$ cat config.mk
export PLATFORM = sky130hd
export DESIGN_NAME = ptp_time_counter
export DESIGN_NICKNAME = d
export VERILOG_FILES = /design/src/rtl/ptp_tc_pkg.sv /design/src/rtl/ptp_tc_regs.sv /design/src/rtl/ptp_tc_core.sv /design/src/rtl/ptp_tc_alarm.sv /design/src/rtl/ptp_time_counter.sv
export SDC_FILE = /design/constraint.sdc
export NUM_CORES = 1
export LEC_CHECK = 0
export ABC_AREA = 0
export BUFFER_PORTS_ARGS = -buffer_cell sky130_fd_sc_hd__buf_2
export CELL_PAD_IN_SITES_DETAIL_PLACEMENT = 0
export CELL_PAD_IN_SITES_GLOBAL_PLACEMENT = 2
export CORE_MARGIN = 1
export CORE_UTILIZATION = 36
export DETAILED_ROUTE_END_ITERATION = 6
export PLACE_DENSITY = 0.8
export REMOVE_ABC_BUFFERS = 1
export SETUP_SLACK_MARGIN = 0.3
export SLEW_MARGIN = 10
export SYNTH_ARGS = -nofsm -noshare
export SYNTH_HDL_FRONTEND = slang
export SYNTH_SLANG_ARGS = --single-unit
$ cat constraint.sdc
create_clock -name clk -period 4.9 [get_ports clk]
set_input_delay 0.49 -clock clk [delete_from_list [all_inputs] [get_ports clk]]
set_output_delay 0.49 -clock clk [all_outputs]
set_load 0.02 [all_outputs]
$ cat src/rtl/ptp_tc_pkg.sv
package ptp_tc_pkg;

    localparam int REG_AW = 4;
    localparam int REG_DW = 32;

    localparam int CB_EN   = 0;
    localparam int CB_IRQ  = 1;
    localparam int CB_FINE = 2;
    localparam int CB_UPD  = 3;
    localparam int CB_ALM  = 5;

    typedef enum logic [REG_AW-1:0] {
        RA_CTRL    = 4'd0,
        RA_STATUS  = 4'd1,
        RA_SEC     = 4'd2,
        RA_SUB     = 4'd3,
        RA_OFS_SEC = 4'd4,
        RA_OFS_SUB = 4'd5,
        RA_ALM_SEC = 4'd6,
        RA_ALM_SUB = 4'd7,
        RA_INC     = 4'd8,
        RA_ADDEND  = 4'd9
    } reg_addr_e;

    typedef struct packed {
        logic alm_en;
        logic upd;
        logic fine;
        logic irq_en;
        logic en;
    } ctrl_t;

    function automatic ctrl_t word_to_ctrl(input logic [REG_DW-1:0] w);
        ctrl_t c;
        c.en     = w[CB_EN];
        c.irq_en = w[CB_IRQ];
        c.fine   = w[CB_FINE];
        c.upd    = w[CB_UPD];
        c.alm_en = w[CB_ALM];
        return c;
    endfunction

    function automatic logic [REG_DW-1:0] ctrl_to_word(input ctrl_t c);
        logic [REG_DW-1:0] w;
        w          = '0;
        w[CB_EN]   = c.en;
        w[CB_IRQ]  = c.irq_en;
        w[CB_FINE] = c.fine;
        w[CB_UPD]  = c.upd;
        w[CB_ALM]  = c.alm_en;
        return w;
    endfunction

endpackage

$ cat src/rtl/ptp_tc_regs.sv
module ptp_tc_regs
    import ptp_tc_pkg::*;
#(
    parameter int SEC_W = 32,
    parameter int SUB_W = 32,
    parameter int ACC_W = 32
) (
    input  logic              clk,
    input  logic              rst,
    input  logic              wr_en,
    input  logic [REG_AW-1:0] addr,
    input  logic [REG_DW-1:0] wdata,
    input  logic              upd_done,
    input  logic              alarm_set,
    input  logic [SEC_W-1:0]  time_sec,
    input  logic [SUB_W-1:0]  time_sub,
    output ctrl_t             ctrl,
    output logic [SEC_W-1:0]  ofs_sec,
    output logic [SUB_W-1:0]  ofs_sub,
    output logic [SEC_W-1:0]  alm_sec,
    output logic [SUB_W-1:0]  alm_sub,
    output logic [SUB_W-1:0]  inc,
    output logic [ACC_W-1:0]  addend,
    output logic              alarm_flag,
    output logic [REG_DW-1:0] rdata
);

    reg_addr_e ra;
    logic      wr_ctrl;
    logic      wr_status;

    assign ra        = reg_addr_e'(addr);
    assign wr_ctrl   = wr_en && (ra == RA_CTRL);
    assign wr_status = wr_en && (ra == RA_STATUS);

    always_ff @(posedge clk) begin
        if (rst) begin
            ctrl <= '0;
        end else if (wr_ctrl) begin
            ctrl <= word_to_ctrl(wdata);
        end else if (upd_done) begin
            ctrl.upd <= 1'b0;
        end
    end

    always_ff @(posedge clk) begin
        if (rst) begin
            alarm_flag <= 1'b0;
        end else if (alarm_set) begin
            alarm_flag <= 1'b1;
        end else if (wr_status && wdata[0]) begin
            alarm_flag <= 1'b0;
        end
    end

    always_ff @(posedge clk) begin
        if (rst) begin
            ofs_sec <= '0;
            ofs_sub <= '0;
            alm_sec <= '0;
            alm_sub <= '0;
            inc     <= '0;
            addend  <= '0;
        end else if (wr_en) begin
            case (ra)
                RA_OFS_SEC: ofs_sec <= wdata[SEC_W-1:0];
                RA_OFS_SUB: ofs_sub <= wdata[SUB_W-1:0];
                RA_ALM_SEC: alm_sec <= wdata[SEC_W-1:0];
                RA_ALM_SUB: alm_sub <= wdata[SUB_W-1:0];
                RA_INC:     inc     <= wdata[SUB_W-1:0];
                RA_ADDEND:  addend  <= wdata[ACC_W-1:0];
                default: ;
            endcase
        end
    end

    always_comb begin
        rdata = '0;
        case (ra)
            RA_CTRL:    rdata = ctrl_to_word(ctrl);
            RA_STATUS:  rdata[0] = alarm_flag;
            RA_SEC:     rdata = REG_DW'(time_sec);
            RA_SUB:     rdata = REG_DW'(time_sub);
            RA_OFS_SEC: rdata = REG_DW'(ofs_sec);
            RA_OFS_SUB: rdata = REG_DW'(ofs_sub);
            RA_ALM_SEC: rdata = REG_DW'(alm_sec);
            RA_ALM_SUB: rdata = REG_DW'(alm_sub);
            RA_INC:     rdata = REG_DW'(inc);
            RA_ADDEND:  rdata = REG_DW'(addend);
            default:    rdata = '0;
        endcase
    end

endmodule

$ cat src/rtl/ptp_tc_core.sv
module ptp_tc_core
    import ptp_tc_pkg::*;
#(
    parameter int          SEC_W = 32,
    parameter int          SUB_W = 32,
    parameter int          ACC_W = 32,
    parameter int unsigned ROLL  = 1_000_000_000
) (
    input  logic             clk,
    input  logic             rst,
    input  ctrl_t            ctrl,
    input  logic [SUB_W-1:0] inc,
    input  logic [ACC_W-1:0] addend,
    input  logic [SEC_W-1:0] ofs_sec,
    input  logic [SUB_W-1:0] ofs_sub,
    output logic [SEC_W-1:0] time_sec,
    output logic [SUB_W-1:0] time_sub,
    output logic [SEC_W-1:0] nxt_sec,
    output logic [SUB_W-1:0] nxt_sub,
    output logic             step,
    output logic             upd_done
);

    localparam logic [SUB_W:0] ROLL_V = ROLL[SUB_W:0];

    logic [ACC_W-1:0] acc_q;
    logic [ACC_W:0]   acc_sum;
    logic             acc_carry;
    logic [SUB_W-1:0] add_sub;
    logic [SEC_W-1:0] add_sec;
    logic [SUB_W:0]   sub_sum;
    logic [SUB_W:0]   sub_adj;
    logic             wrap;

    always_comb begin
        acc_sum   = {1'b0, acc_q} + {1'b0, addend};
        acc_carry = acc_sum[ACC_W];

        add_sub   = ctrl.upd ? ofs_sub : inc;
        add_sec   = ctrl.upd ? ofs_sec : '0;

        step      = ctrl.en && (ctrl.upd || !ctrl.fine || acc_carry);
        upd_done  = ctrl.en && ctrl.upd;

        sub_sum   = {1'b0, time_sub} + {1'b0, add_sub};
        wrap      = (sub_sum >= ROLL_V);
        sub_adj   = wrap ? (sub_sum - ROLL_V) : sub_sum;
        nxt_sub   = sub_adj[SUB_W-1:0];
        nxt_sec   = time_sec + add_sec + {{(SEC_W-1){1'b0}}, wrap};
    end

    always_ff @(posedge clk) begin
        if (rst) begin
            acc_q    <= '0;
            time_sec <= '0;
            time_sub <= '0;
        end else begin
            if (ctrl.en && ctrl.fine && !ctrl.upd) begin
                acc_q <= acc_sum[ACC_W-1:0];
            end
            if (step) begin
                time_sec <= nxt_sec;
                time_sub <= nxt_sub;
            end
        end
    end

endmodule

$ cat src/rtl/ptp_tc_alarm.sv
module ptp_tc_alarm #(
    parameter int SEC_W = 32,
    parameter int SUB_W = 32
) (
    input  logic             alm_en,
    input  logic             step,
    input  logic [SEC_W-1:0] nxt_sec,
    input  logic [SUB_W-1:0] nxt_sub,
    input  logic [SEC_W-1:0] alm_sec,
    input  logic [SUB_W-1:0] alm_sub,
    output logic             alarm_set
);

    logic sec_hit;
    logic sub_hit;

    assign sec_hit   = (nxt_sec == alm_sec);
    assign sub_hit   = (nxt_sub == alm_sub);
    assign alarm_set = alm_en && step && sec_hit && sub_hit;

endmodule

$ cat src/rtl/ptp_time_counter.sv
module ptp_time_counter
    import ptp_tc_pkg::*;
#(
    parameter int          SEC_W = 32,
    parameter int          SUB_W = 32,
    parameter int          ACC_W = 32,
    parameter int unsigned ROLL  = 1_000_000_000
) (
    input  logic              clk,
    input  logic              rst,
    input  logic              wr_en,
    input  logic [REG_AW-1:0] addr,
    input  logic [REG_DW-1:0] wdata,
    output logic [REG_DW-1:0] rdata,
    output logic [SEC_W-1:0]  time_sec,
    output logic [SUB_W-1:0]  time_sub,
    output logic              alarm_flag,
    output logic              irq
);

    ctrl_t            ctrl_q;
    logic [SEC_W-1:0] ofs_sec;
    logic [SUB_W-1:0] ofs_sub;
    logic [SEC_W-1:0] alm_sec;
    logic [SUB_W-1:0] alm_sub;
    logic [SUB_W-1:0] inc_q;
    logic [ACC_W-1:0] addend_q;
    logic [SEC_W-1:0] nxt_sec;
    logic [SUB_W-1:0] nxt_sub;
    logic             step;
    logic             upd_done;
    logic             alarm_set;

    logic cfg_en;
    logic cfg_fine;
    logic cfg_upd;
    logic cfg_alm_en;

    assign cfg_en     = ctrl_q.en;
    assign cfg_fine   = ctrl_q.fine;
    assign cfg_upd    = ctrl_q.upd;
    assign cfg_alm_en = ctrl_q.alm_en;

    ptp_tc_regs #(.SEC_W(SEC_W), .SUB_W(SUB_W), .ACC_W(ACC_W)) regs_i (
        .clk        (clk),
        .rst        (rst),
        .wr_en      (wr_en),
        .addr       (addr),
        .wdata      (wdata),
        .upd_done   (upd_done),
        .alarm_set  (alarm_set),
        .time_sec   (time_sec),
        .time_sub   (time_sub),
        .ctrl       (ctrl_q),
        .ofs_sec    (ofs_sec),
        .ofs_sub    (ofs_sub),
        .alm_sec    (alm_sec),
        .alm_sub    (alm_sub),
        .inc        (inc_q),
        .addend     (addend_q),
        .alarm_flag (alarm_flag),
        .rdata      (rdata)
    );

    ptp_tc_core #(.SEC_W(SEC_W), .SUB_W(SUB_W), .ACC_W(ACC_W), .ROLL(ROLL)) core_i (
        .clk      (clk),
        .rst      (rst),
        .ctrl     (ctrl_q),
        .inc      (inc_q),
        .addend   (addend_q),
        .ofs_sec  (ofs_sec),
        .ofs_sub  (ofs_sub),
        .time_sec (time_sec),
        .time_sub (time_sub),
        .nxt_sec  (nxt_sec),
        .nxt_sub  (nxt_sub),
        .step     (step),
        .upd_done (upd_done)
    );

    ptp_tc_alarm #(.SEC_W(SEC_W), .SUB_W(SUB_W)) alarm_i (
        .alm_en    (ctrl_q.alm_en),
        .step      (step),
        .nxt_sec   (nxt_sec),
        .nxt_sub   (nxt_sub),
        .alm_sec   (alm_sec),
        .alm_sub   (alm_sub),
        .alarm_set (alarm_set)
    );

    assign irq = alarm_flag && ctrl_q.irq_en;

endmodule

=== Yosys cells after proc, flatten, opt, wreduce, memory -nomap -nowiden ===
Index checks and enable logic that the tools add are counted.

* Bits of input ports: 39
* Word-level logic and storage cells: 57
* Flip-flop bits (word level): 262
* Output and inout port bits: 98

* Add/sub/neg operators: 2
* Mux-type cells: 7
* Reductions and logical operators: 24
* Equality and inequality tests: 10

{| class="wikitable"
|+ Operators with widths
! cell !! number
|-
| one-hot mux 31 bit (8 select lines) || 1
|-
| adder 32 x 32 -> 33 bit || 1
|-
| adder 32 bit || 1
|-
| == test 32 bit || 1
|-
| == test 32 bit, first input constant || 1
|-
| 2-to-1 mux 32 bit || 1
|-
| == test 4 x 3 -> 1 bit, second input constant || 4
|-
| AND reduction 2 bit || 6
|-
| logical AND 1 bit || 11
|-
| one-hot mux 1 bit (9 select lines) || 1
|-
| == test 4 bit, second input constant || 2
|-
| == test 4 x 1 -> 1 bit, second input constant || 1
|-
| == test 4 x 2 -> 1 bit, second input constant || 1
|-
| logical NOT 4 bit || 1
|-
| 2-to-1 mux 1 bit || 4
|-
| nonzero test 2 bit || 2
|-
| logical NOT 1 bit || 2
|-
| logical OR 1 bit || 2
|}

=== Longest topological paths before layout ===
Gate-level depths: netlist of run 1.

* Depth in word-level cells: 8
* Mapped depth: 16
* Gate-level depth less buffers: 13

=== By module ===
From an unflattened synthesis of run 1, not the netlist that was laid out.

* Cells, all modules: 2,105
* Area, all modules: 16,314.4 µm²

{| class="wikitable"
|+ By module, submodules not included
! module !! sequential area each (µm²) !! cells each !! times used !! area each (µm²)
|-
| ptp_tc_regs || 3,963.8 || 1,168 || 1 || 9,004.9
|-
| ptp_tc_core || 1,281.2 || 838 || 1 || 6,571.3
|-
| ptp_tc_alarm || 0.0 || 98 || 1 || 732.0
|-
| ptp_time_counter || 0.0 || 1 || 1 || 6.3
|}

=== Worst setup path before layout of run 1 ===
No wires, ideal clock.

* Path type: register to register
* Start: reg, netlist name regs_i.ctrl[3]
* End: reg regs_i.alarm_flag
* Clock period less this slack: 3,885 ps
* Path slack: 1,015 ps
* Stages on the path, launching flop included: 15
* Arrival time: 3,826 ps
* Cells stage by stage: dfxtp_1 > buf_2 > buf_1 > mux2_2 > ha_1 > xnor2_1 > mux2_2 > nor4_2 > nand4_1 > or4_1 > or4_1 > nor4_2 > and4_1 > nand4_1 > nand2_1

* Cells in the longest elaborated chain, start to end: 7

{| class="wikitable"
|+ RTL lines
! what !! RTL line !! text
|-
| parallel branches: the longest is 5 deep, another holds adder 32 bit || - ||
|-
| logical AND 1 bit * || ptp_tc_alarm.sv:19 || <nowiki>assign alarm_set = alm_en && step && sec_hit && sub_hit;</nowiki>
|-
| 2-to-1 mux 1 bit or nonzero test 2 bit (tied branches) || - ||
|-
| end signal: assignment || ptp_tc_regs.sv:48 || <nowiki>alarm_flag <= 1'b0;</nowiki>
|-
| end signal: assignment || ptp_tc_regs.sv:50 || <nowiki>alarm_flag <= 1'b1;</nowiki>
|-
| end signal: assignment || ptp_tc_regs.sv:52 || <nowiki>alarm_flag <= 1'b0;</nowiki>
|-
| end: declaration || ptp_tc_regs.sv:24 || <nowiki>output logic alarm_flag,</nowiki>
|}

Mark *: on every way between the ends.
A chain may end at the register's enable or synchronous reset.

=== Final worst setup path of run 1 ===
* Start: reg, netlist name regs_i.ctrl[3]
* End: reg regs_i.alarm_flag

* Cells in the longest elaborated chain, start to end: 7

{| class="wikitable"
|+ RTL lines
! what !! RTL line
|-
| parallel branches: the longest is 5 deep, another holds adder 32 bit || -
|-
| logical AND 1 bit * || ptp_tc_alarm.sv:19
|-
| 2-to-1 mux 1 bit or nonzero test 2 bit (tied branches) || -
|}

Marked as above.

==> flow_summary.rst, run 1 <==
.. list-table::
   :header-rows: 1

   * - Metric
     - Value
   * - Post_cts resized
     - 0
   * - Leading cell types in the layout, fill and taps excluded
     - sky130_fd_sc_hd__nand2_1, sky130_fd_sc_hd__a21oi_1, sky130_fd_sc_hd__dfxtp_1
   * - Number of setup buffers added after CTS
     - 0
   * - Post-DP HPWL
     - 39.45 mm
   * - Worst-case headroom to the max-slew limit
     - 25.98%
   * - Average routed wire per standard cell
     - 22.14 microns
   * - Max Cap Violations
     - 0
   * - Residual antenna-violating net count after detailed routing
     - 0
   * - Worst-Skew Late Latency
     - 600 ps
   * - Antenna diode instance count
     - 0
   * - Number of H-tree levels
     - 1
   * - I/O pin count
     - 137
   * - Number of design-rule violations left by the first detailed-router iteration
     - 1358
   * - Number of global-route vias before repair
     - 13832
   * - Number of enable flip-flop cells after synthesis
     - 0
   * - Cell variety after synth
     - 88
   * - Maximum clock skew at final layout
     - 34.22 ps
   * - Die X-Extent
     - 207.5 microns
   * - Cell Area, Placed
     - 16080 sq um
   * - Placement row count
     - 74
   * - Post-CTS Hold Fix Bufs
     - 0
   * - Share of cells above drive strength 1
     - 12.74%
   * - Sinks on the clock net
     - 262
   * - Post-synthesis mux area share
     - 3.917%
   * - Max Root-Sink Buffers
     - 3
   * - Final Net Count
     - 2115
   * - Final Hold Slack
     - 183.2 ps
   * - Area added between synthesis and finish
     - 12.38%
   * - Launching element type of the critical path
     - register
   * - Largest area contributor in the netlist
     - sky130_fd_sc_hd__dfxtp_1
   * - Antenna violations before repair
     - 1
   * - Highest ir drop seen on vdd
     - 232.7 uV
   * - Required time at the worst-slack endpoint
     - 5440 ps
   * - Die extent in y
     - 207.5 microns
   * - Adder and majority gate portion of the synthesized area
     - 5.447%
   * - Failing checks
     - DRC
   * - Leakage
     - 6.714 nW
   * - Pwr per Cell Area
     - 278.1 nW/um^2
   * - Number of synthesized register bits
     - 262
   * - Highest metal layer with signal wires
     - met5
   * - Part of the cycle the worst path needs
     - 86.87%
   * - Pwr Total
     - 0.004753 W
   * - Cell Area, Synth
     - 15210 sq um
   * - Placed Instances
     - 2510
   * - Setup-violating endpoint count in the final report
     - 0
   * - Clock Tree Root
     - sky130_fd_sc_hd__clkbuf_16
   * - Kind of path behind the tightest hold check
     - primary input to register
   * - Crit path kind
     - register to register
   * - Count of input and output buffers
     - 104
   * - Worst setup EP type
     - register
   * - Met3 routed WL
     - 3.864 mm
   * - Total clock buffers created by CTS
     - 31
   * - XOR/XNOR share of the synthesized area
     - 5.381%
   * - Metal1 wirelength
     - 26.03 mm
   * - Clock period minus worst slack
     - 4257 ps
   * - First-pass iteration count of the detailed router
     - 7
   * - TritonCTS clock tree
     - yes
   * - Mean number of vias per cell
     - 5.719
   * - Compound-gate portion of the synthesized area
     - 23.31%
   * - Post-route design area
     - 17090 sq um
   * - Number of non-filler instances in the completed layout
     - 2565
   * - Top cell type's share of synthesized area
     - 34.49%
   * - Initial Utilization
     - 36.91%
   * - Combinational family with the most area after synthesis
     - compound AO/OA/AOI/OAI gates
   * - Outcome
     - finished with violations
   * - Post-Synth Simple-Gate Area
     - 21.67%
   * - Grt ovf
     - 0
   * - Avg Cell Area, Syn
     - 7.699 sq um
   * - Wire length of the first global-routing pass
     - 85.64 mm
   * - Ranking of synthesized cells by area
     - sky130_fd_sc_hd__dfxtp_1, sky130_fd_sc_hd__nand2_1, sky130_fd_sc_hd__a21oi_1, sky130_fd_sc_hd__ha_1, sky130_fd_sc_hd__a22oi_1
   * - DIE AREA
     - 43060 sq um
   * - Maximum fanout along the worst path
     - 17
   * - Synth Instances
     - 1975
   * - Transition time at the pin with the least slew margin
     - 1099 ps
   * - Most frequent standard cell in the layout excluding fill and tap cells
     - sky130_fd_sc_hd__nand2_1
   * - Sequential share of the synthesized area
     - 34.49%
   * - Post-synthesis async set-or-reset flop share
     - 0%
   * - Hold Fails Final Rpt
     - 0
   * - Total negative slack for setup checks
     - 0 ps
   * - GP Congestion
     - 0.9453
   * - Placeable core region
     - 41200 sq um
   * - Largest net degree at the start of global routing
     - 88
   * - GRT Util Overall
     - 25.61%
   * - Peak Freq
     - 234.9 MHz
   * - Critical path arrival
     - 4790 ps
   * - DRC Markers
     - 1
   * - Synthesis Warnings
     - 0
   * - Clock transition time at the flip-flop clock pins of the worst setup and hold paths
     - 70 ps
   * - Metal2 WL
     - 25.76 mm
   * - Number of max-slew violations in the final report
     - 0
   * - Layout filler cell count
     - 4234
   * - Setup repair after global routing missed its margin
     - no
   * - Routed via count
     - 14670
   * - Routed WL
     - 56.80 mm
   * - Dominant synthesized flop cell
     - sky130_fd_sc_hd__dfxtp_1
area by class of cell:
cell class                 count  area (sq um)  area share [%]
inverter                      17         63.81          0.3734
sequential                   262          5246           30.70
clock buffer                  45         928.4           5.433
clock inverter                10         81.33          0.4759
multi-input combinational   1555          9260           54.19
timing repair buffer         144         842.1           4.928
tap                          532         665.6           3.895
cells in the mapped netlist, drive strengths merged (4+ instances only):
library cell  number
a2111oi            5
a211oi            11
a21o              23
a21oi            283
a221oi             4
a222oi            27
a22oi             71
a31oi             16
and2              14
and3              13
and4               5
buf               49
clkbuf           121
dfxtp            262
ha                63
inv               17
mux2              33
mux2i             22
nand2            481
nand2b            12
nand3             56
nand4             18
nand4b             4
nor2              96
nor2b              6
nor3              18
nor3b              6
nor4               5
o2111ai            4
o211ai             4
o21a              15
o21ai             48
o21bai             5
o221ai             4
o31a               4
o31ai              5
or2                5
or3                8
or4                5
xnor2             49
xnor3              6
xor2              26
cells by family (layout without fill, tap and decap cells):
logic type,after synthesis,in the layout
AO/OA/AOI/OAI,562,562
XOR/XNOR,82,82
adder cells (fa/ha/maj),65,65
buffers and inverters,189,216
flip-flops,262,262
multiplexers,55,55
other,1,32
AND/OR/NAND/NOR,759,759
power by group:
group	switching, W	total, W	internal [W]
clock	0.000966	0.00232	0.00135
sequential	0.0000187	0.00217	0.00215
combinational	0.000198	0.000266	0.0000672
sequential cells by signal, indices dropped and copies added, names as in the netlist:
name / count
core_i.time_sub: 32
regs_i.alm_sec: 32
regs_i.ofs_sec: 32
regs_i.alm_sub: 32
regs_i.alarm_flag: 1
regs_i.ofs_sub: 32
core_i.acc_q: 32
regs_i.ctrl: 5
regs_i.addend: 32
regs_i.inc: 32
routing by layer:
layer	up-vias	global-route usage [%]
li1	7035	-
met1	7051	35.63
met2	501	41.29
met3	81	3.888
met4	2	6.279
met5	-	0
through the flow:
step / worst slack (ps) / util [%]
floorplan: 568.1 / -
global placement: 648.2 / 39.02
detailed placement: 650.0 / 39.02
CTS: 647.2 / 41.47
global route: 388.1 / 41.47
finish: 643.4 / 41.47
critical path, stage by stage (launching register included):
cell,delay [ps]
sky130_fd_sc_hd__dfxtp_2,440
sky130_fd_sc_hd__buf_4,340
sky130_fd_sc_hd__mux2_2,410
sky130_fd_sc_hd__ha_1,310
sky130_fd_sc_hd__a211oi_2,310
sky130_fd_sc_hd__o21ai_1,170
sky130_fd_sc_hd__a2111oi_2,550
sky130_fd_sc_hd__o21ai_1,210
sky130_fd_sc_hd__a31oi_1,500
sky130_fd_sc_hd__nor3_1,140
sky130_fd_sc_hd__a311o_1,380
sky130_fd_sc_hd__nor4_4,210
sky130_fd_sc_hd__nand4_1,130
sky130_fd_sc_hd__nand2_1,100
final timing paths:
kind | start | cells past startpoint | slack (ps) | end
worst min-delay path | wdata[8] | 3 | 180 | regs_i.alm_sub[8]
worst max-delay path | regs_i.ctrl[3] | 13 | 640 | regs_i.alarm_flag
worst max register to register | regs_i.ctrl[3] | 13 | 640 | regs_i.alarm_flag
worst min register to register | core_i.acc_q[22] | 2 | 450 | core_i.acc_q[22]
Power figures use the tool's default switching activity.
==> inputs of run 2 (changes only) <==
--- a/config.mk
+++ b/config.mk
@@ -14,2 +14,3 @@
 export DETAILED_ROUTE_END_ITERATION = 6
+export GPL_TIMING_DRIVEN = 0
 export PLACE_DENSITY = 0.8
==> constraint.sdc (replaced) <==
create_clock -name clk -period 4.9 [get_ports clk]
set_input_delay 0.245 -clock clk [delete_from_list [all_inputs] [get_ports clk]]
set_output_delay 0.245 -clock clk [all_outputs]
set_load 0.02 [all_outputs]
==> run 2 against run 1 <==
  * Worst setup slack worse by 170 ps
  * The flow now finishes without violations
  * Count of clock-buffer cells in the layout is 8 higher
  * Clock power is 6% higher
  * Critical path type unchanged
  * Via count is 0.22% higher
==> flow_summary.rst, run 2 (synthesis results as in run 1) <==
.. list-table::
   :header-rows: 1

   * - Metric
     - Value
   * - Wire length of the first global-routing pass
     - 84.84 mm (-0.93%)
   * - Number of max-slew violations in the final report
     - 0 (unchanged)
   * - Count of input and output buffers
     - 104 (unchanged)
   * - TritonCTS clock tree
     - yes
   * - CP max stage cell
     - sky130_fd_sc_hd__fa_2
   * - Grt ovf
     - 0 (unchanged)
   * - Placement row count
     - 74 (unchanged)
   * - Antenna diode instance count
     - 0 (unchanged)
   * - Worst setup EP type
     - register
   * - Die X-Extent
     - 207.5 microns (unchanged)
   * - Highest ir drop seen on vdd
     - 160.5 uV (-31%)
   * - Share of total power in the clock network
     - 49.9% (+1.1 points)
   * - Kind of path behind the tightest hold check
     - primary input to register
   * - Final critical-path setup slack
     - 470.2 ps (-173.2 ps)
   * - Maximum fanout along the worst path
     - 15 (-2)
   * - Leading cell types in the layout, fill and taps excluded
     - sky130_fd_sc_hd__nand2_1, sky130_fd_sc_hd__a21oi_1, sky130_fd_sc_hd__dfxtp_1
   * - Reg area
     - 5249 sq um (about the same)
   * - Required time at the worst-slack endpoint
     - 5380 ps (-60 ps)
   * - Total negative slack for setup checks
     - 0 ps (unchanged)
   * - Residual antenna-violating net count after detailed routing
     - 0 (unchanged)
   * - Peak Freq
     - 225.7 MHz (-3.9%)
   * - I/O pin count
     - 137 (unchanged)
   * - DRC Markers
     - 0 (-1)
   * - Setup repair after global routing missed its margin
     - no
   * - Clock Tree Root
     - sky130_fd_sc_hd__clkbuf_16
   * - Multi-input logic area
     - 9336 sq um (+0.82%)
   * - Part of the cycle the worst path needs
     - 90.40% (+3.5 points)
   * - GRT Util Overall
     - 25.32% (-0.29 points)
   * - Worst-case headroom to the max-slew limit
     - 10.87% (-15 points)
   * - Crit path kind
     - register to register
   * - DIE AREA
     - 43060 sq um (unchanged)
   * - Total clock buffers created by CTS
     - 34 (+9.7%)
   * - Share of cells above drive strength 1
     - 13.60% (+0.86 points)
   * - Net Sw Frac
     - 24.26% (-0.63 points)
   * - Area added between synthesis and finish
     - 18.27%
   * - Final Net Count
     - 2148 (+1.6%)
   * - Pwr per Cell Area
     - 274.6 nW/um^2 (-1.3%)
   * - Post-DP HPWL
     - 39.93 mm (+1.2%)
   * - Number of H-tree levels
     - 2 (+1)
   * - Maximum clock skew at final layout
     - 13.35 ps (-20.86 ps)
   * - Post-route design area
     - 17980 sq um (+5.2%)
   * - Worst-Skew Late Latency
     - 550 ps (-50 ps)
   * - Critical path cell sequence
     - buf_16 > mux2_2 > ha_1 > fa_2 > xnor2_1 > nand4b_1 > nor4_2 > nand4_1 > or4_1 > or4_1 > nor4_2 > and4_1 > nand4_1 > nand2_1
   * - Setup-violating endpoint count in the final report
     - 0 (unchanged)
   * - Number of global-route vias before repair
     - 13948 (+0.84%)
   * - Cell Int Power
     - 0.003740 W (+4.7%)
   * - Placeable core region
     - 41200 sq um (unchanged)
   * - Slowest cell delay on critical path
     - 580 ps (+30 ps)
   * - Setup slack after placement
     - -560.6 ps (-1211 ps)
   * - Leakage
     - 7.069 nW (+5.3%)
   * - Logic gate share of total power
     - 6.2% (+0.6 points)
   * - Largest net degree at the start of global routing
     - 134 (+52%)
   * - Critical path arrival
     - 4910 ps (+120 ps)
   * - Outcome
     - finished clean
   * - Average routed wire per standard cell
     - 21.35 microns (-3.6%)
   * - Sinks on the clock net
     - 262 (unchanged)
   * - GP Congestion
     - 0.9009 (-4.7%)
   * - Initial Utilization
     - 36.91% (unchanged)
   * - Clock period minus worst slack
     - 4430 ps (+173.2 ps)
   * - Number of design-rule violations left by the first detailed-router iteration
     - 1395 (+2.7%)
   * - Seq pwr share
     - 43.9% (-1.8 points)
   * - Max Root-Sink Buffers
     - 3 (unchanged)
   * - Max Cap Violations
     - 0 (unchanged)
   * - Routed WL
     - 55.46 mm (-2.4%)
   * - Antenna violations before repair
     - 0 (-1)
   * - Clock transition time at the flip-flop clock pins of the worst setup and hold paths
     - 60 ps (about the same)
   * - Switching power
     - 0.001198 W (+1.3%)
   * - Die extent in y
     - 207.5 microns (unchanged)
   * - Layout filler cell count
     - 4156 (-1.8%)
   * - Launching element type of the critical path
     - register
   * - Transition time at the pin with the least slew margin
     - 1329 ps (+230.2 ps)
   * - Mean number of vias per cell
     - 5.659 (-1.1%)
   * - Hold Fails Final Rpt
     - 0 (unchanged)
   * - Final Hold Slack
     - 23.69 ps (-159.5 ps)
   * - Routed via count
     - 14702 (+0.22%)
   * - Reg-to-reg setup timing slack
     - 470 ps (-170 ps)
   * - Cell Area, Placed
     - 16500 sq um (+2.6%)
   * - First-pass iteration count of the detailed router
     - 6 (-1)
   * - Most frequent standard cell in the layout excluding fill and tap cells
     - sky130_fd_sc_hd__nand2_1
[run 2: timing repair]
item                                    in CTS  in global routing
hold buffers                                28                  0
endpoints found under the setup margin       2                  1
resized for setup                            3                  8
cloned                                       0                  0
pin swaps                                    0                  2
buffers inserted                             4                  1
endpoints found under the hold margin      150                  0
[run 2: final timing paths]
path,from,endpoint,cells after the start
setup / recovery,regs_i.ctrl[3],regs_i.alarm_flag,14
hold / removal,wdata[1],regs_i.ofs_sub[1],3
setup reg to reg,regs_i.ctrl[3],regs_i.alarm_flag,14
hold reg to reg,core_i.acc_q[27],core_i.acc_q[27],2
[run 2: through the flow]
stage                     util, %  total power, W  instances
after global placement      38.10        0.002466       2470
after floorplan                 -        0.002329       1834
after global routing        43.65        0.005089       2598
after CTS                   43.53        0.004984       2597
after detailed placement    40.05        0.002498       2507
final                       43.65        0.004937       2598
[run 2: cell type report]
class	count	area share (%)
multi-input cells	1555	51.92
flip-flops and latches	262	29.19
repair buffers	174	8.753
clock buffers	53	5.928
well taps	532	3.701
inverters	17	0.3548
clock inverters	5	0.1600
[run 2: power by group through the flow]
stage,Clock (W),Sequential [W],Combinational (W)
after floorplan,0,0.00221,0.000119
after global placement,0,0.00222,0.000250
after detailed placement,0,0.00222,0.000282
after CTS,0.00251,0.00217,0.000303
after global routing,0.00259,0.00217,0.000327
final,0.00246,0.00217,0.000306
[run 2: per-layer routing]
metal | share of wire, % | wire length [microns] | track usage (%) | vias up
li1 | - | - | - | 7087
met1 | 47 | 26090 | 36.01 | 7079
met2 | 45 | 25010 | 40.10 | 453
met3 | 5.9 | 3246 | 3.026 | 83
met4 | 2.0 | 1118 | 7.077 | 0
met5 | 0 | 0 | 0 | -
[run 2: worst max-delay path: cells and delay by family (launching register included)]
family	cells	cell delay (ps)
flops	1	370
simple gates	9	2510
buf+inv	1	160
xor+xnor	1	120
fa+ha+maj	2	840
mux	1	360
==> inputs of run 3 (changes only) <==
CORE_UTILIZATION = 38   (was 36)
PLACE_DENSITY = 0.84   (was 0.8)
clock period = 5.4 ns   (was 4.9 ns; I/O delays follow)
==> run 3 against run 2 <==
  * Wire length is 4.1% lower
  * Clock power is 13% lower
  * Worst setup slack gained 250 ps
  * Flip-flop and latch count unchanged
  * Critical path type unchanged
  * Largest cell class unchanged
  * Largest power group unchanged
  * Highest routed layer unchanged
==> flow_summary.rst, run 3 (synthesis results as in run 1) <==
.. list-table::
   :header-rows: 1

   * - Metric
     - Value
   * - Largest net degree at the start of global routing
     - 104 (-22%)
   * - I/O pin count
     - 137 (unchanged)
   * - End of the critical path
     - regs_i.alarm_flag
   * - Setup-violating endpoint count in the final report
     - 0 (unchanged)
   * - Hold Fails Final Rpt
     - 0 (unchanged)
   * - Crit path kind
     - register to register
   * - FF-to-FF path depth
     - 13 (-1)
   * - Number of H-tree levels
     - 1 (-1)
   * - Total clock buffers created by CTS
     - 30 (-12%)
   * - CP max stage cell
     - sky130_fd_sc_hd__dfxtp_4
   * - Count of input and output buffers
     - 104 (unchanged)
   * - First-pass iteration count of the detailed router
     - 6 (unchanged)
   * - Required time at the worst-slack endpoint
     - 5910 ps (+530 ps)
   * - Clock period minus worst slack
     - 4677 ps (+246.9 ps)
   * - Wire length of the first global-routing pass
     - 81.17 mm (-4.3%)
   * - Peak Freq
     - 213.8 MHz (-5.3%)
   * - Grt ovf
     - 0 (unchanged)
   * - Number of max-slew violations in the final report
     - 0 (unchanged)
   * - Slowest cell delay on critical path
     - 560 ps (-20 ps)
   * - Kind of path behind the tightest hold check
     - primary input to register
   * - Routed WL
     - 53.20 mm (-4.1%)
   * - Worst-Skew Late Latency
     - 580 ps (+30 ps)
   * - Placed Instances
     - 2490 (-0.68%)
   * - Antenna violations before repair
     - 0 (unchanged)
   * - Placeable core region
     - 39100 sq um (-5.1%)
   * - Reg-to-reg setup timing slack
     - 720 ps (+250 ps)
   * - Area added between synthesis and finish
     - 17.03%
   * - Die extent in y
     - 202.0 microns (-2.6%)
   * - TritonCTS clock tree
     - yes
   * - Clock Tree Root
     - sky130_fd_sc_hd__clkbuf_16
   * - Final Net Count
     - 2138 (-0.47%)
   * - Pwr per Cell Area
     - 246.7 nW/um^2 (-10%)
   * - Highest ir drop seen on vdd
     - 244.1 uV (+52%)
   * - Initial Utilization
     - 38.89% (+2.0 points)
   * - Launching instance or port of the critical path
     - regs_i.ctrl[3]
   * - Clock transition time at the flip-flop clock pins of the worst setup and hold paths
     - 60 ps (about the same)
   * - Maximum clock skew at final layout
     - 14.78 ps (+1.431 ps)
   * - Buffering stage count on the worst path with inverters included
     - 1 (unchanged)
   * - Share of cells above drive strength 1
     - 13.13% (-0.48 points)
   * - Number of non-filler instances in the completed layout
     - 2575 (-0.89%)
   * - Stages on worst setup path
     - 13 (-1)
   * - Most frequent standard cell in the layout excluding fill and tap cells
     - sky130_fd_sc_hd__nand2_1
   * - Leakage
     - 6.993 nW (-1.1%)
   * - Maximum fanout along the worst path
     - 19 (+4)
   * - DIE AREA
     - 40820 sq um (-5.2%)
   * - RR Endpoint
     - regs_i.alarm_flag
   * - Average routed wire per standard cell
     - 20.66 microns (-3.2%)
   * - Worst setup EP type
     - register
   * - Placement row count
     - 72 (-2.7%)
   * - Leading cell types in the layout, fill and taps excluded
     - sky130_fd_sc_hd__nand2_1, sky130_fd_sc_hd__a21oi_1, sky130_fd_sc_hd__dfxtp_1
   * - Critical path arrival
     - 5190 ps (+280 ps)
   * - Max Root-Sink Buffers
     - 3 (unchanged)
   * - DRC Markers
     - 0 (unchanged)
   * - GRT Util Overall
     - 25.34% (about the same)
   * - Number of global-route vias before repair
     - 13659 (-2.1%)
   * - Antenna diode instance count
     - 0 (unchanged)
   * - Worst-case headroom to the max-slew limit
     - 9.435% (-1.4 points)
   * - Mean number of vias per cell
     - 5.696 (+0.65%)
   * - Routed via count
     - 14666 (-0.24%)
   * - Setup repair after global routing missed its margin
     - no
   * - Part of the cycle the worst path needs
     - 86.60% (-3.8 points)
   * - Outcome
     - finished clean
   * - Post-DP HPWL
     - 39.62 mm (-0.78%)
   * - Residual antenna-violating net count after detailed routing
     - 0 (unchanged)
   * - Launching element type of the critical path
     - register
   * - Sinks on the clock net
     - 262 (unchanged)
   * - Pwr Total
     - 0.004390 W (-11%)
   * - Max Cap Violations
     - 0 (unchanged)
   * - Layout filler cell count
     - 3947 (-5.0%)
   * - Cell family contributing the most delay on the critical path
     - simple AND/OR/NAND/NOR gates
   * - GP Congestion
     - 0.9049 (+0.44%)
   * - Worst reg2reg path startpoint
     - regs_i.ctrl[3]
   * - Critical path cell sequence
     - buf_12 > mux2_2 > ha_1 > a21oi_1 > o21ai_0 > a21oi_1 > o221ai_1 > or4_1 > or4_1 > nor4_2 > and4_1 > nand4_1 > nand2_1
   * - Number of design-rule violations left by the first detailed-router iteration
     - 1148 (-18%)
   * - Die X-Extent
     - 202.0 microns (-2.6%)
   * - Transition time at the pin with the least slew margin
     - 1350 ps (+21.41 ps)
==> run 3: cell types whose count changed in the layout (fill, tap and decap cells not counted), moves of 2 or more <==
cell                            previous run  this run
sky130_fd_sc_hd__clkinv_2                  4        12
sky130_fd_sc_hd__clkbuf_1                  8         2
sky130_fd_sc_hd__clkbuf_16                37        31
sky130_fd_sc_hd__buf_4                    17        12
sky130_fd_sc_hd__clkbuf_8                  8         3
sky130_fd_sc_hd__bufinv_16                 0         4
sky130_fd_sc_hd__clkinvlp_4                0         2
sky130_fd_sc_hd__dlygate4sd3_1            28        30
sky130_fd_sc_hd__ha_1                     61        63
sky130_fd_sc_hd__ha_2                      2         0
==> run 3: final cells by class <==
cell class / count / area, sq um / area share [%]
multi-input combinational: 1555 / 9304 / 52.28
tap: 518 / 648.1 / 3.642
sequential: 262 / 5249 / 29.49
clock inverter: 19 / 203.9 / 1.146
clock buffer: 36 / 824.5 / 4.633
inverter: 17 / 63.81 / 0.3586
timing repair buffer: 168 / 1503 / 8.444
==> run 3: worst min-delay path by stage <==
stage	from	end	slack, ps	depth (start not counted)
2_1_floorplan	rst	core_i.acc_q[0]	340	1
3_3_place_gp	core_i.acc_q[6]	core_i.acc_q[6]	440	2
3_5_place_dp	regs_i.alm_sec[10]	regs_i.alm_sec[10]	450	2
4_1_cts	wdata[3]	regs_i.addend[3]	0.2	3
5_1_grt	wdata[24]	regs_i.alm_sec[24]	30	3
6_report	wdata[3]	regs_i.addend[3]	30	3
==> run 3: routing by layer <==
| layer | GRT usage (%) | part of all wire [%] | vias to the layer above |
|---|---|---|---|
| li1 | - | - | 7070 |
| met1 | 35.79 | 47 | 7052 |
| met5 | 0 | 0 | - |
| met4 | 5.655 | 1.8 | 0 |
| met2 | 40.45 | 45 | 474 |
| met3 | 3.821 | 6.3 | 70 |
==> run 3: timing repair <==
item / 4_1_cts / 5_1_grt
gates resized for setup: 1 / 3
setup endpoints to repair: 1 / 1
hold endpoints to repair: 179 / 0
gates cloned: 0 / 0
hold buffers: 30 / 0
pin swaps: 0 / 0
buffers inserted: 0 / 0
==> run 3: worst reg2reg max path, stage by stage (launching register included) <==
cell and delay (ps):
sky130_fd_sc_hd__dfxtp_4 560, sky130_fd_sc_hd__buf_12 240, sky130_fd_sc_hd__mux2_2 410, sky130_fd_sc_hd__ha_1 430
sky130_fd_sc_hd__a21oi_1 240, sky130_fd_sc_hd__o21ai_0 210, sky130_fd_sc_hd__a21oi_1 460, sky130_fd_sc_hd__o221ai_1 170
sky130_fd_sc_hd__or4_1 520, sky130_fd_sc_hd__or4_1 540, sky130_fd_sc_hd__nor4_2 210, sky130_fd_sc_hd__and4_1 240
sky130_fd_sc_hd__nand4_1 250, sky130_fd_sc_hd__nand2_1 140
==> run 3: stage by stage <==
step | util, % | worst slack, ps | setup TNS (ps) | instance area (sq um) | hold slack, ps
floorplan | - | 1068 | 0 | 14510 | 339.1
global placement | 40.10 | -3554 | -427370 | 15680 | 441.7
detailed placement | 42.07 | 106.2 | 0 | 16450 | 447.4
CTS | 45.48 | 389.8 | 0 | 17780 | 0.2262
global route | 45.52 | 442.8 | 0 | 17800 | 29.96
finish | 45.52 | 723.3 | 0 | 17800 | 25.64
==> run 3: power breakdown <==
group	switching (W)	internal (W)
registers	0.0000165	0.00195
clock network	0.000876	0.00127
logic	0.000184	0.0000889
